File: config.mk
export PLATFORM = sky130hd
export DESIGN_NAME = serial_wiper_reg
export DESIGN_NICKNAME = d
export VERILOG_FILES = /design/src/rtl/wiper_pkg.sv /design/src/rtl/wiper_sync.sv /design/src/rtl/wiper_ctrl.sv /design/src/rtl/wiper_datapath.sv /design/src/rtl/serial_wiper_reg.sv
export SDC_FILE = /design/constraint.sdc
export NUM_CORES = 1
export LEC_CHECK = 0
export BUFFER_PORTS_ARGS = -buffer_cell sky130_fd_sc_hd__buf_2
export CORE_MARGIN = 4
export CORE_UTILIZATION = 47
export DETAILED_ROUTE_END_ITERATION = 16
export GPL_TIMING_DRIVEN = 0
export PLACE_DENSITY = 0.68
export SYNTH_ARGS = -nofsm -noshare
export SYNTH_HDL_FRONTEND = slang
export SYNTH_HIERARCHICAL = 1
export SYNTH_SLANG_ARGS = --single-unit
File: constraint.sdc
create_clock -name clk -period 1.3 [get_ports clk]
set_input_delay 0.065 -clock clk [delete_from_list [all_inputs] [get_ports clk]]
set_output_delay 0.065 -clock clk [all_outputs]
set_load 0.05 [all_outputs]
File: src/rtl/wiper_pkg.sv
package wiper_pkg;

  // Strobes from the control path to the datapath, one system clock wide.
  typedef struct packed {
    logic clear;   // select just fell: empty the input register
    logic shift;   // serial clock rose while selected: take one bit
    logic commit;  // select just rose: copy input register to wiper
  } wiperStrb_t;

endpackage

File: src/rtl/wiper_sync.sv
module wiper_sync #(
  parameter int   STAGES  = 2,
  parameter logic RST_VAL = 1'b0
) (
  input  logic clk,
  input  logic rstN,
  input  logic din,
  output logic dout
);

  localparam int LAST = STAGES - 1;

  logic [STAGES-1:0] chain;

  generate
    if (STAGES == 1) begin : g_single
      always_ff @(posedge clk or negedge rstN) begin
        if (!rstN) chain <= RST_VAL;
        else       chain <= din;
      end
    end else begin : g_multi
      always_ff @(posedge clk or negedge rstN) begin
        if (!rstN) chain <= {STAGES{RST_VAL}};
        else       chain <= {chain[STAGES-2:0], din};
      end
    end
  endgenerate

  assign dout = chain[LAST];

endmodule

File: src/rtl/wiper_ctrl.sv
module wiper_ctrl
  import wiper_pkg::*;
#(
  parameter int SYNC_STAGES = 2
) (
  input  logic       clk,
  input  logic       rstN,
  input  logic       selN,
  input  logic       sclk,
  input  logic       sdi,
  output wiperStrb_t strb,
  output logic       sdiBit
);

  logic selS, sclkS, sdiS;
  logic selPrev, sclkPrev;

  // Select idles high, clock idles low.
  wiper_sync #(.STAGES(SYNC_STAGES), .RST_VAL(1'b1)) u_selSync (
    .clk(clk), .rstN(rstN), .din(selN), .dout(selS)
  );
  wiper_sync #(.STAGES(SYNC_STAGES), .RST_VAL(1'b0)) u_sclkSync (
    .clk(clk), .rstN(rstN), .din(sclk), .dout(sclkS)
  );
  // Data goes through the same depth so it stays aligned with the clock edge.
  wiper_sync #(.STAGES(SYNC_STAGES), .RST_VAL(1'b0)) u_sdiSync (
    .clk(clk), .rstN(rstN), .din(sdi), .dout(sdiS)
  );

  always_ff @(posedge clk or negedge rstN) begin
    if (!rstN) begin
      selPrev  <= 1'b1;
      sclkPrev <= 1'b0;
    end else begin
      selPrev  <= selS;
      sclkPrev <= sclkS;
    end
  end

  always_comb begin
    strb.clear  = selPrev & ~selS;
    strb.commit = ~selPrev & selS;
    strb.shift  = ~selS & sclkS & ~sclkPrev;
  end

  assign sdiBit = sdiS;

  // no bit is taken while the synchronized select is inactive.
  a_r6_no_shift_idle: assert property (@(posedge clk) disable iff (!rstN)
    selS |-> !strb.shift);

  // a load and a shift never happen in the same cycle.
  a_r2_commit_alone: assert property (@(posedge clk) disable iff (!rstN)
    $onehot0({strb.shift, strb.commit}));

endmodule

File: src/rtl/wiper_datapath.sv
module wiper_datapath
  import wiper_pkg::*;
#(
  parameter int                CODE_W     = 8,
  parameter logic [CODE_W-1:0] RESET_CODE = 8'h80
) (
  input  logic              clk,
  input  logic              rstN,
  input  wiperStrb_t        strb,
  input  logic              sdiBit,
  output logic [CODE_W-1:0] wiperCode,
  output logic              updated
);

  logic [CODE_W-1:0] shiftQ;
  logic [CODE_W-1:0] wiperQ;
  logic              updQ;

  // Input register: new bit enters at the LSB, oldest bits fall off the top.
  always_ff @(posedge clk or negedge rstN) begin
    if (!rstN)            shiftQ <= '0;
    else if (strb.clear)  shiftQ <= '0;
    else if (strb.shift)  shiftQ <= {shiftQ[CODE_W-2:0], sdiBit};
  end

  always_ff @(posedge clk or negedge rstN) begin
    if (!rstN) begin
      wiperQ <= RESET_CODE;
      updQ   <= 1'b0;
    end else begin
      updQ <= strb.commit;
      if (strb.commit) wiperQ <= shiftQ;
    end
  end

  assign wiperCode = wiperQ;
  assign updated   = updQ;

  // the wiper moves only on a load.
  a_r6_wiper_holds: assert property (@(posedge clk) disable iff (!rstN)
    !strb.commit |=> $stable(wiperQ));

  // a load raises the strobe together with the new code.
  a_r5_pulse_marks_load: assert property (@(posedge clk) disable iff (!rstN)
    strb.commit |=> (updQ && wiperQ == $past(shiftQ)));

  // the strobe lasts one cycle only.
  a_r5_single_pulse: assert property (@(posedge clk) disable iff (!rstN)
    updQ |=> !updQ);

  // select falling leaves the input register empty.
  a_r7_clear_empties: assert property (@(posedge clk) disable iff (!rstN)
    (strb.clear && !strb.shift) |=> shiftQ == '0);

endmodule

File: src/rtl/serial_wiper_reg.sv
module serial_wiper_reg
  import wiper_pkg::*;
#(
  parameter int                CODE_W      = 8,
  parameter int                SYNC_STAGES = 2,
  parameter logic [CODE_W-1:0] RESET_CODE  = 8'h80
) (
  input  logic              clk,
  input  logic              rstN,
  input  logic              selN,
  input  logic              sclk,
  input  logic              sdi,
  output logic [CODE_W-1:0] wiperCode,
  output logic              updated
);

  wiperStrb_t strb;
  logic       sdiBit;

  wiper_ctrl #(.SYNC_STAGES(SYNC_STAGES)) u_ctrl (
    .clk(clk), .rstN(rstN), .selN(selN), .sclk(sclk), .sdi(sdi),
    .strb(strb), .sdiBit(sdiBit)
  );

  wiper_datapath #(.CODE_W(CODE_W), .RESET_CODE(RESET_CODE)) u_dp (
    .clk(clk), .rstN(rstN), .strb(strb), .sdiBit(sdiBit),
    .wiperCode(wiperCode), .updated(updated)
  );

  // midscale is the power-on value.
  a_r1_midscale_reset: assert property (@(posedge clk)
    !rstN |=> (wiperCode == RESET_CODE && !updated));

endmodule

======== Word level (Yosys, flattened, before mapping) ========
Index checks and enable logic that the tools add are counted.
storage, ports and cells
  register bits after elaboration ......... 25
  latch bits .............................. 0
  bits in read-only memories .............. 0
  memory bits (writable) .................. 0
  memories ................................ 0
operators by class
  muxes and demuxes ....................... 2
  divide/modulo/power cells ............... 0
  equality and inequality tests ........... 0
  magnitude comparators ................... 0
  reductions and logical operators ........ 1
  bitwise gates (word level) .............. 7
  $mul .................................... 0
  $add $sub $neg .......................... 0
  shift-type cells ........................ 0
operators with widths
  operator            count
  8-bit 2-to-1 mux    2
  1-bit AND           4
  1-bit inverter      3
  2-bit nonzero test  1

======== Longest topological paths before layout ========
  word-level depth ........................ 5
  depth in mapped cells ................... 4

======== Cells and area by module ========
The synthesis kept the hierarchy.
by module, submodules not included
  module                              sequential area each (µm²)  area each (µm²)  instances  cells each
  wiper_datapath                      426.7                       683.2            1          44
  wiper_sync (u_ctrl.u_sclkSync ...)  50.0                        50.0             2          2
  wiper_ctrl                          51.3                        78.8             1          5
  wiper_sync (u_ctrl.u_selSync)       52.6                        52.6             1          2

======== Least setup slack after synthesis ========
No wires, ideal clock.
  path type ............................... register to register
  start ................................... register u_ctrl.selPrev
  end ..................................... register u_dp.wiperQ[0], in the netlist u_dp/wiperCode[0]
  setup time .............................. 0.125 ns
  slack ................................... 0.042 ns
  arrival time ............................ 1.133 ns
  cell stages (with the launch flop) ...... 4
  path buffers ............................ 1
  path through ............................ dfstp_2 -> and2b_2 -> buf_6 -> mux2_4
RTL lines
  element                 RTL line              text
  start, declared         wiper_ctrl.sv:16      logic selPrev, sclkPrev;
  start signal, assigned  wiper_ctrl.sv:35      selPrev <= selS;
  end signal, assigned    wiper_datapath.sv:32  if (strb.commit) wiperQ <= shiftQ;
  end, declared           wiper_datapath.sv:16  logic [CODE_W-1:0] wiperQ;

==> results.md <==
- Status: complete, no violations
- Yosys warns: 6
- Ant. Diodes: 0
- Clock Path Buffers: 2
- Mapped Nets: 60
- Seq cells post-synth: 25
- Critical path endpoint category: flop
- Area of the multi-input gates: 265.3 sq um
- Max Clock Skew: 0.004836 ns
- CTS tree: done
- Vias per Instance: 4.436
- Mean Syn Cell Area: around 17 sq um
- DRC errors left: 0
- Row Count: 15
- Max-Cap Viols: 0
- Post-synthesis cell count: 55
- R2R Path End: u_dp/wiperCode[1]$_DFFE_PN0P_
- Register area: about 630 sq um
- Critical path class: flop to flop
- Die extent in x: around 52 um
- Core footprint: 1783 sq um
- Clock sink total: 25
- Clk pin slew, worst setup/hold paths: 0.13 ns
- Vias in the first global route: 473
- WP data arrival: ~1.5 ns
- Clock root cell: clkbuf_4
- Reg-to-reg setup timing slack: ~0.056 ns
- Post-route setup slack: 0.05631 ns
- Layout cells sized above 1: 42.11%
- Slowest stage delay, CP: ~0.56 ns
- Final nets: 82
- Gpl congestion: approximately 0.69
- CP Max Fanout: 9
- CP Launch Point: u_ctrl/u_selSync/chain[1]$_DFF_PN1_
- Tot GR Track Use: approximately 11%
- Slew headroom: roughly 65%
- Average wire per standard cell: 11.61 um
- Fillers: between 100 and 150
- Maximum achievable frequency: 804.1 MHz
- Area Growth Syn to Fin: 18.60%
- Total gr overflow: 0
- Setup Viol. Count Final: 0
- Final Hold Vio Count: 0
- Initial antenna violation count: 0
- Leakage: approximately 0.54 nW
- Clk_lat worst skew: around 0.3 ns
- CP cell instances: and2b_4 > mux2_4
- Tightest Pin Transition: around 0.52 ns
- Reg2Reg Depth: 2
- Minimum clock period: between 1 and 1.5 ns
- Final period util: a little over nine tenths
- Global-route wire length before repair: 2111 um
- Share of the yosys chip area belonging to registers: between 60% and 70%
- Vias after detailed routing: 448
- Starting density of the core: roughly half
- Worst slack at placement: ~0.0083 ns
- VDD IR max: between 0.0006 and 0.0007 V
- Pins Over Slew Limit: 0
- DP Area: between 1000 and 1500 sq um
- Design area: 1085 sq um
- Total wire length: approximately 1200 um
- Largest net degree at the start of global routing: 26
- First DRT Iteration DRCs: 0
- Cell Pwr Density: ~1200 nW/um^2
- Full die area: about 2700 sq um
- Die H: around 52 um
- Fin Hold WS: roughly 0.25 ns
- Final ANT Viol Nets: 0
- # H-tree levels: 1
- Final setup TNS: 0 ns
- Netlist Area Pre-Place: a little over 900 sq um
- Synth unique cells: 10
- Slowest CP cell: dfstp_2
- PortBufs: 13
- I/O Pins: 14
- DRT Pass-1 Iters: 1
- Worst reg2reg startpoint: u_ctrl/u_selSync/chain[1]$_DFF_PN1_
- Element type at the critical path start: flop
- CP required: ~1.5 ns
- Total CTS buffers: 3
- Min-Delay Path Class: input port to async pin
[how the worst max path moves through the flow]
stage          depth (start not counted)                       endpoint
4_1_cts                                5     u_dp/shiftQ[6]$_DFFE_PN0P_
3_3_place_gp                           3  u_dp/wiperCode[1]$_DFFE_PN0P_
6_report                               2  u_dp/wiperCode[1]$_DFFE_PN0P_
2_1_floorplan                          3  u_dp/wiperCode[0]$_DFFE_PN0P_
3_5_place_dp                           3  u_dp/wiperCode[1]$_DFFE_PN0P_
5_1_grt                                5     u_dp/shiftQ[6]$_DFFE_PN0P_
[final cells by class]
type | count | area share, %
clock buffer | 4 | 2.422
tap | 25 | 2.884
multi-input combinational | 27 | 24.45
timing repair buffer | 18 | 10.73
buffer | 2 | 1.384
sequential | 25 | 58.13
[power by group]
| group | internal [mW] | total (mW) | switching, mW |
|---|---|---|---|
| combinational | 0.0478 | 0.118 | 0.0705 |
| clock | 0.119 | 0.326 | 0.207 |
| sequential | 0.807 | 0.819 | 0.0121 |
[metrics by stage]
stage                     cells  total power, mW  util, %
after global routing        101            1.333    60.84
after floorplan              55           0.9044        -
final                       101            1.263    60.84
after global placement       93           0.9394    56.70
after detailed placement     93           0.9411    56.70
after CTS                   101            1.279    60.28
[logic make-up (layout without fill, tap and decap cells)]
| logic type | count (synthesis) | after routing | share of synthesized area [%] |
|---|---|---|---|
| mux | 16 | 16 | 21.89 |
| flops | 25 | 25 | 68.95 |
| buf+inv | 3 | 24 | 2.872 |
| simple gates | 11 | 11 | 6.293 |
[Yosys cell counts, drive strengths merged]
cell | count | area share [%]
and2b | 1 | 0.96
buf | 3 | 2.9
dfrtp | 21 | 57
dfstp | 4 | 11
mux2 | 8 | 13
mux2i | 8 | 8.8
nor2 | 8 | 3.3
nor2b | 1 | 0.68
nor3b | 1 | 1.4
[layout by cell type (no fill, tap or decap)]
master         instances
dfrtp_1               21
buf_2                 13
mux2i_1                8
nor2_1                 8
mux2_4                 8
dlygate4sd3_1          4
dfstp_2                4
clkbuf_4               3
buf_6                  2
clkbuf_1               1
nor2b_1                1
and2b_4                1
nor3b_4                1
buf_1                  1
[state kept, by name, summed over array words and instances, names as in the netlist]
| name | flops |
|---|---|
| u_dp/shiftQ | 8 |
| u_dp/wiperCode | 8 |
| u_ctrl/u_sclkSync/chain | 2 |
| u_ctrl/u_sdiSync/chain | 2 |
| u_ctrl/u_selSync/chain | 2 |
| u_ctrl/sclkPrev | 1 |
| u_ctrl/selPrev | 1 |
| u_dp/updated | 1 |
[routing by layer]
layer,up-vias,global-route usage (%),share of wire [%]
li1,225,-,-
met1,213,14.15,51
met2,10,16.32,44
met3,0,3.438,5.1
met4,0,3.930,0
met5,-,0,0
[critical path: cells and delay by family (launching register included)]
kind / cells / cell delay (ns)
DFF: 1 / 0.56
and+or+nand+nor: 1 / 0.27
muxes: 1 / 0.32
[repair_timing]
action                                 in CTS  in global routing
resized for setup                           1                  2
hold buffers                                4                  0
buffers inserted                            1                  0
pin swaps                                   0                  1
setup endpoints to repair                   7                  8
endpoints found under the hold margin      24                  0
(Power assumes the default switching activity.)
